**config.mk**
```make
export PLATFORM = sky130hd
export DESIGN_NAME = fdc_ctl_regs
export DESIGN_NICKNAME = d
export VERILOG_FILES = /design/src/rtl/fdc_regs_pkg.sv /design/src/rtl/fdc_dor_reg.sv /design/src/rtl/fdc_rate_ctl.sv /design/src/rtl/fdc_rd_mux.sv /design/src/rtl/fdc_ctl_regs.sv
export SDC_FILE = /design/constraint.sdc
export NUM_CORES = 1
export LEC_CHECK = 0
export CAP_MARGIN = 15
export CORE_MARGIN = 2
export CORE_UTILIZATION = 28
export CTS_CLUSTER_SIZE = 16
export DETAILED_ROUTE_END_ITERATION = 8
export PLACE_DENSITY_LB_ADDON = 0.15
export REMOVE_ABC_BUFFERS = 1
export SLEW_MARGIN = 30
export SYNTH_ARGS = -nofsm -noshare
export SYNTH_HDL_FRONTEND = slang
export SYNTH_SLANG_ARGS = --single-unit
```
**constraint.sdc**
```tcl
create_clock -name clk_i -period 1.2 [get_ports clk_i]
set_input_delay 0.18 -clock clk_i [delete_from_list [all_inputs] [get_ports clk_i]]
set_output_delay 0.18 -clock clk_i [all_outputs]
set_load 0.03 [all_outputs]
```
**src/rtl/fdc_regs_pkg.sv**
```systemverilog
package fdc_regs_pkg;
  localparam logic [2:0] OFS_DOR   = 3'd2;
  localparam logic [2:0] OFS_TAPE  = 3'd3;
  localparam logic [2:0] OFS_RATE  = 3'd4;
  localparam logic [2:0] OFS_INCCR = 3'd7;

  typedef struct packed {
    logic [3:0] motor;
    logic       dma_en;
    logic       hold_rst;
    logic [1:0] sel;
  } dor_t;
endpackage

```
**src/rtl/fdc_dor_reg.sv**
```systemverilog
module fdc_dor_reg
  import fdc_regs_pkg::*;
(
  input  logic       clk_i,
  input  logic       rst_ni,
  input  logic       we_i,
  input  logic [7:0] wdata_i,
  output dor_t       dor_o
);
  always_ff @(posedge clk_i or negedge rst_ni) begin
    if (!rst_ni)   dor_o <= '0;
    else if (we_i) dor_o <= dor_t'(wdata_i);
  end
endmodule

```
**src/rtl/fdc_rate_ctl.sv**
```systemverilog
module fdc_rate_ctl #(
  parameter int unsigned SRST_CYC = 4,
  parameter logic [1:0]  RATE_RST = 2'b00
) (
  input  logic       clk_i,
  input  logic       rst_ni,
  input  logic       dsr_we_i,
  input  logic       ccr_we_i,
  input  logic [7:0] wdata_i,
  input  logic       hold_rst_i,
  output logic [1:0] rate_o,
  output logic [2:0] precomp_o,
  output logic       pwr_down_o,
  output logic       sw_rst_o
);
  localparam int unsigned CNT_W = $clog2(SRST_CYC + 1);

  logic [CNT_W-1:0] cnt_q;
  logic             soft_req;
  logic             any_rst;

  assign soft_req = dsr_we_i && wdata_i[7];
  assign sw_rst_o = (cnt_q != '0);
  assign any_rst  = hold_rst_i || sw_rst_o || soft_req;

  always_ff @(posedge clk_i or negedge rst_ni) begin
    if (!rst_ni) begin
      rate_o     <= RATE_RST;
      precomp_o  <= '0;
      pwr_down_o <= 1'b0;
      cnt_q      <= '0;
    end else begin
      if (dsr_we_i) begin
        rate_o    <= wdata_i[1:0];
        precomp_o <= wdata_i[4:2];
      end else if (ccr_we_i) begin
        rate_o    <= wdata_i[1:0];
      end
      if (soft_req)       cnt_q <= CNT_W'(SRST_CYC);
      else if (sw_rst_o)  cnt_q <= cnt_q - 1'b1;
      // any reset source wins over a power-down request
      if (any_rst)                    pwr_down_o <= 1'b0;
      else if (dsr_we_i && wdata_i[6]) pwr_down_o <= 1'b1;
    end
  end
endmodule

```
**src/rtl/fdc_rd_mux.sv**
```systemverilog
module fdc_rd_mux
  import fdc_regs_pkg::*;
(
  input  logic       re_i,
  input  logic [2:0] addr_i,
  input  dor_t       dor_i,
  input  logic [1:0] tape_i,
  input  logic [1:0] rate_i,
  input  logic       ps2_mode_i,
  input  logic       disk_chg_i,
  output logic [7:0] rdata_o,
  output logic [7:0] oe_o
);
  always_comb begin
    rdata_o = '0;
    oe_o    = '0;
    if (re_i) begin
      unique case (addr_i)
        OFS_DOR: begin
          rdata_o = dor_i;
          oe_o    = 8'hff;
        end
        OFS_TAPE: begin
          rdata_o = {6'b0, tape_i};
          oe_o    = 8'h03;
        end
        OFS_INCCR: begin
          if (ps2_mode_i) begin
            rdata_o = {disk_chg_i, 5'b11111, rate_i};
            oe_o    = 8'hff;
          end else begin
            rdata_o = {disk_chg_i, 7'b0};
            oe_o    = 8'h80;
          end
        end
        default: ;
      endcase
    end
  end
endmodule

```
**src/rtl/fdc_ctl_regs.sv**
```systemverilog
module fdc_ctl_regs
  import fdc_regs_pkg::*;
#(
  parameter int unsigned SRST_CYC = 4,
  parameter logic [1:0]  RATE_RST = 2'b00
) (
  input  logic       clk_i,
  input  logic       rst_ni,
  input  logic       sel_i,
  input  logic       wr_i,
  input  logic [2:0] addr_i,
  input  logic [7:0] wdata_i,
  output logic [7:0] rdata_o,
  output logic [7:0] rdata_oe_o,
  input  logic       ps2_mode_i,
  input  logic       disk_chg_i,
  output logic [3:0] drv_sel_o,
  output logic [3:0] motor_o,
  output logic [1:0] rate_o,
  output logic [2:0] precomp_o,
  output logic       pwr_down_o,
  output logic       ctrl_rst_o,
  output logic       dma_gate_o
);
  localparam int unsigned NUM_DRV = 4;

  logic       we, re;
  dor_t       dor_q;
  logic [1:0] tape_q;
  logic       sw_rst;

  assign we = sel_i && wr_i;
  assign re = sel_i && !wr_i;

  fdc_dor_reg u_dor (
    .clk_i   (clk_i),
    .rst_ni  (rst_ni),
    .we_i    (we && addr_i == OFS_DOR),
    .wdata_i (wdata_i),
    .dor_o   (dor_q)
  );

  fdc_rate_ctl #(.SRST_CYC(SRST_CYC), .RATE_RST(RATE_RST)) u_rate (
    .clk_i      (clk_i),
    .rst_ni     (rst_ni),
    .dsr_we_i   (we && addr_i == OFS_RATE),
    .ccr_we_i   (we && addr_i == OFS_INCCR),
    .wdata_i    (wdata_i),
    .hold_rst_i (dor_q.hold_rst),
    .rate_o     (rate_o),
    .precomp_o  (precomp_o),
    .pwr_down_o (pwr_down_o),
    .sw_rst_o   (sw_rst)
  );

  always_ff @(posedge clk_i or negedge rst_ni) begin
    if (!rst_ni)                       tape_q <= '0;
    else if (we && addr_i == OFS_TAPE) tape_q <= wdata_i[1:0];
  end

  fdc_rd_mux u_rd (
    .re_i       (re),
    .addr_i     (addr_i),
    .dor_i      (dor_q),
    .tape_i     (tape_q),
    .rate_i     (rate_o),
    .ps2_mode_i (ps2_mode_i),
    .disk_chg_i (disk_chg_i),
    .rdata_o    (rdata_o),
    .oe_o       (rdata_oe_o)
  );

  for (genvar i = 0; i < NUM_DRV; i++) begin : g_drv
    assign drv_sel_o[i] = (dor_q.sel == 2'(i));
  end

  assign motor_o    = dor_q.motor;
  assign ctrl_rst_o = !rst_ni || dor_q.hold_rst || sw_rst;
  assign dma_gate_o = ps2_mode_i || dor_q.dma_en;
endmodule

```
==> results.txt <==
Routability-driven placement finished with a final weighted congestion of between 0.7 and 0.8. The data required time of the worst path is around 1.0 ns. The first routing iteration left 37 violations. After synthesis, the cell types taking the most area are dfrtp_1 (40%), mux2_4 (10%), mux2_2 (8.6%).

The number of failing setup endpoints in the final timing report came out at 33. The run finished, with violations left. The worst setup slack for register-to-register paths is 0.03 ns. The maximum single-stage delay on the critical path came out at slightly below 0.4 ns. The max capacitance violation total came out at 0. The fraction of layout cells with a size suffix above 1 is around three quarters. The row count is 23. The final net count came out at roughly 210. After layout, the worst path uses 119.9% of the clock period. The time the worst path needs with I/O delays and setup is 1.439 ns. The path type of the worst setup path is reg2out. In this run the worst setup path begins at u_dor.dor_o[1]. The setup skew after layout came out at just under 0.006 ns. The worst IR drop on VDD is between 1000 and 1500 µV. The die outline width came out at 68.99 µm. The placed wire-length estimate is between 2000 and 2500 µm.

TritonCTS built the clock tree. The average instance area after synthesis is approximately 11 µm². Once the floorplan was initialized, standard cells occupied 29.35% of the core. The global-route wire length before repair came out at roughly 5400 µm. The most numerous cell in the Yosys netlist is dfrtp_1. Synthesis instantiated 33 different standard cells from the library. The cell type with the highest aggregate area in the netlist is dfrtp_1. The number of H-tree levels came out at 1. The critical path arrival came out at 1.26 ns. The power per cell area is ~1400 mW/mm². The number of DRC violations after detailed routing is 0. The worst-case clock buffer depth came out at 2. The register area share after synthesis came out at 40.21%. The insertion delay to the later sink of the worst-skew pair came out at ~0.26 ns. The worst register-to-register path begins at u_rate.cnt_q[0].

For this run, asynchronously set or reset flops after synthesis account for 100.0%. The post-synthesis instance area is 0.001182 mm². The number of port buffers is 48. The maximum fanout encountered on the critical timing path came out at 2.

Setup repair after global routing could not meet its margin everywhere. The tightest min-delay check is of the in2async type. The gate count of the mapped netlist came out at around 110.

For this run the aggregate overflow at the end of global routing stands at 0. The number of standard cells in the final layout excluding fillers is between 200 and 250. The initial antenna violation count came out at 0. The total met3 wirelength after detailed routing is 204 µm. Walking the worst path, the cells encountered are mux2_4, a22oi_2, nor2_1, buf_4. Summing over every cut layer, the via total after detailed routing is roughly 1100. For this run, the total global-route usage over all layers was measured as 15.95%. The flip-flop and latch count after synthesis came out at 19. The count of final hold-check violations is 0. The sum of buffers and inverters on the critical path came out at 1. The worst register-to-register path ends at u_rate.cnt_q[2]. Based on the critical path, the design can be clocked at up to about 0.70 GHz.

The number of placed instances with taps included is 223. Among cell families on the critical path, the largest total delay comes from flip-flops. The die covers roughly 0.0048 mm². The die is 68.99 µm tall. The post-detailed-route wirelength per cell is between 10 and 15 µm. The number of antenna diodes in the final layout is 0. STA classifies the critical path startpoint as a flop. Across all setup checks in the final design, the least slack found is -0.2386 ns. The first detailed-routing pass took 4 iterations. The cell at the root of the clock tree is clkbuf_8. The post-placement worst setup slack came out at -0.6926 ns.

Clock tree synthesis inserted a total of 3 buffers. The met1 routed wirelength after detailed routing is around 1500 µm. The warning count from the yosys run came out at 0.

The actual transition at the worst max-transition pin is between 0.2 and 0.3 ns. The detailed-route vias per instance came out at ~4.7. The worst setup path is captured at an output port. In this run, synthesis inferred 0 flip-flops with an integrated enable.

The checks that failed: negative setup slack. The most instantiated flip-flop cell in the synthesis netlist is dfrtp_1. After clock tree synthesis, the clock-pin slew on the worst setup and hold paths is around 0.07 ns. The relative max-transition margin came out at 80.63%. The core footprint is 0.004029 mm². The number of clock sinks came out at 19. The post-detailed-routing wire length came out at roughly 3400 µm. The detailed router used layers up to and including met4. The area growth from synthesis to final layout came out at 88.68%.

The number of placed I/O pins came out at around 50. The slowest stage of the critical path belongs to the cell dfrtp_1. The share of Yosys cell area claimed by the top area cell type came out at between 40% and 50%. The number of pins exceeding their max-slew limit in the final report came out at 0. Ranked by instance count, the synthesized netlist is headed by dfrtp_1 (19), nor2_1 (10), buf_4 (9), mux2_2 (9). The leakage power total is roughly 1 nW. Entering global routing, the biggest net connects 20 pins. The via count of the first global-routing pass is around 1100. The number of routed nets with antenna violations is 0.

The total met2 wirelength after detailed routing is ~1700 µm. Measured in cells, the most critical reg-to-reg path has a length of 5.
## state kept, by name, summed over array words and instances (netlist names)
name / count
u_rate.cnt_q: 3
u_rate.pwr_down_o: 1
tape_q: 2
u_dor.dor_o: 8
u_rate.precomp_o: 3
u_rate.rate_o: 2
## metrics by stage
step / util, % / hold WS [ns] / total power (W) / instance area, µm² / setup TNS, ns
final: 55.37 / 0.3806 / 0.003034 / 2231 / -4.802
after global routing: 55.37 / 0.4099 / 0.003240 / 2231 / -6.810
after CTS: 51.99 / 0.3894 / 0.002969 / 2095 / -3.611
after detailed placement: 43.82 / 0.4928 / 0.002213 / 1765 / -21.61
after global placement: 43.82 / 0.4881 / 0.002177 / 1765 / -20.97
after floorplan: - / -0.1156 / 0.001617 / 1067 / -15.96
## kinds of logic after synthesis
logic type	share of synthesized area [%]
xor gates and xnor gates	1.482
muxes	18.73
AOI/OAI and AO/OA	8.042
and+or+nand+nor	18.73
DFF	40.21
buffers and inverters	10.69
adders and majority gates	2.116
## worst register-to-register path: stages (launching register included)
cell,delay (ns)
dfrtp_1,0.39
inv_2,0.08
ha_4,0.15
buf_6,0.09
nor2_2,0.03
a221o_1,0.32
## routing by layer
metal	GRT usage, %	vias up
li1	-	541
met1	19.72	543
met2	26.68	41
met3	3.084	5
met4	7.353	0
met5	0	-
## power breakdown
part | switching (W) | internal (W)
Sequential | 0.000140 | 0.000817
Combinational | 0.000723 | 0.000903
Clock | 0.000215 | 0.000236
## layout by cell type (no fill, tap or decap), types with 3 or more instances in the layout
cell	Yosys	layout
clkbuf_8	0	3
a21oi_4	0	3
buf_6	2	35
nor2b_1	4	4
a21oi_2	0	4
dfrtp_1	19	19
nor2_4	0	3
nand2_2	0	4
nor2_1	10	4
nor2_2	0	3
clkdlybuf4s50_1	0	10
buf_4	9	43
mux2_4	8	10
mux2_2	9	7
## worst max path at each step
stage                           endpoint  slack, ns  cells after the start
after floorplan            rdata_oe_o[2]      -2.75                      3
after global placement    u_dor.dor_o[1]      -0.67                      5
after detailed placement  u_dor.dor_o[3]      -0.69                      5
after CTS                     rdata_o[1]      -0.25                      4
after global routing          rdata_o[4]      -0.28                      8
final                         rdata_o[1]      -0.24                      4
## cell type report
cell class              count  area (µm²)
fillers                   355        1798
repair buffers             93       864.6
multi-input cells          72       772.0
flip-flops and latches     19       475.5
well taps                  50       62.56
clock buffers               4       45.04
inverters                   3       11.26
## what timing repair did
item                       CTS  global route
setup endpoints to repair   41            32
pin swaps                   22            11
hold buffers                 0             0
setup buffers               10             8
gates resized for setup     89            24
No activity file was read; power rests on OpenSTA's default activity.
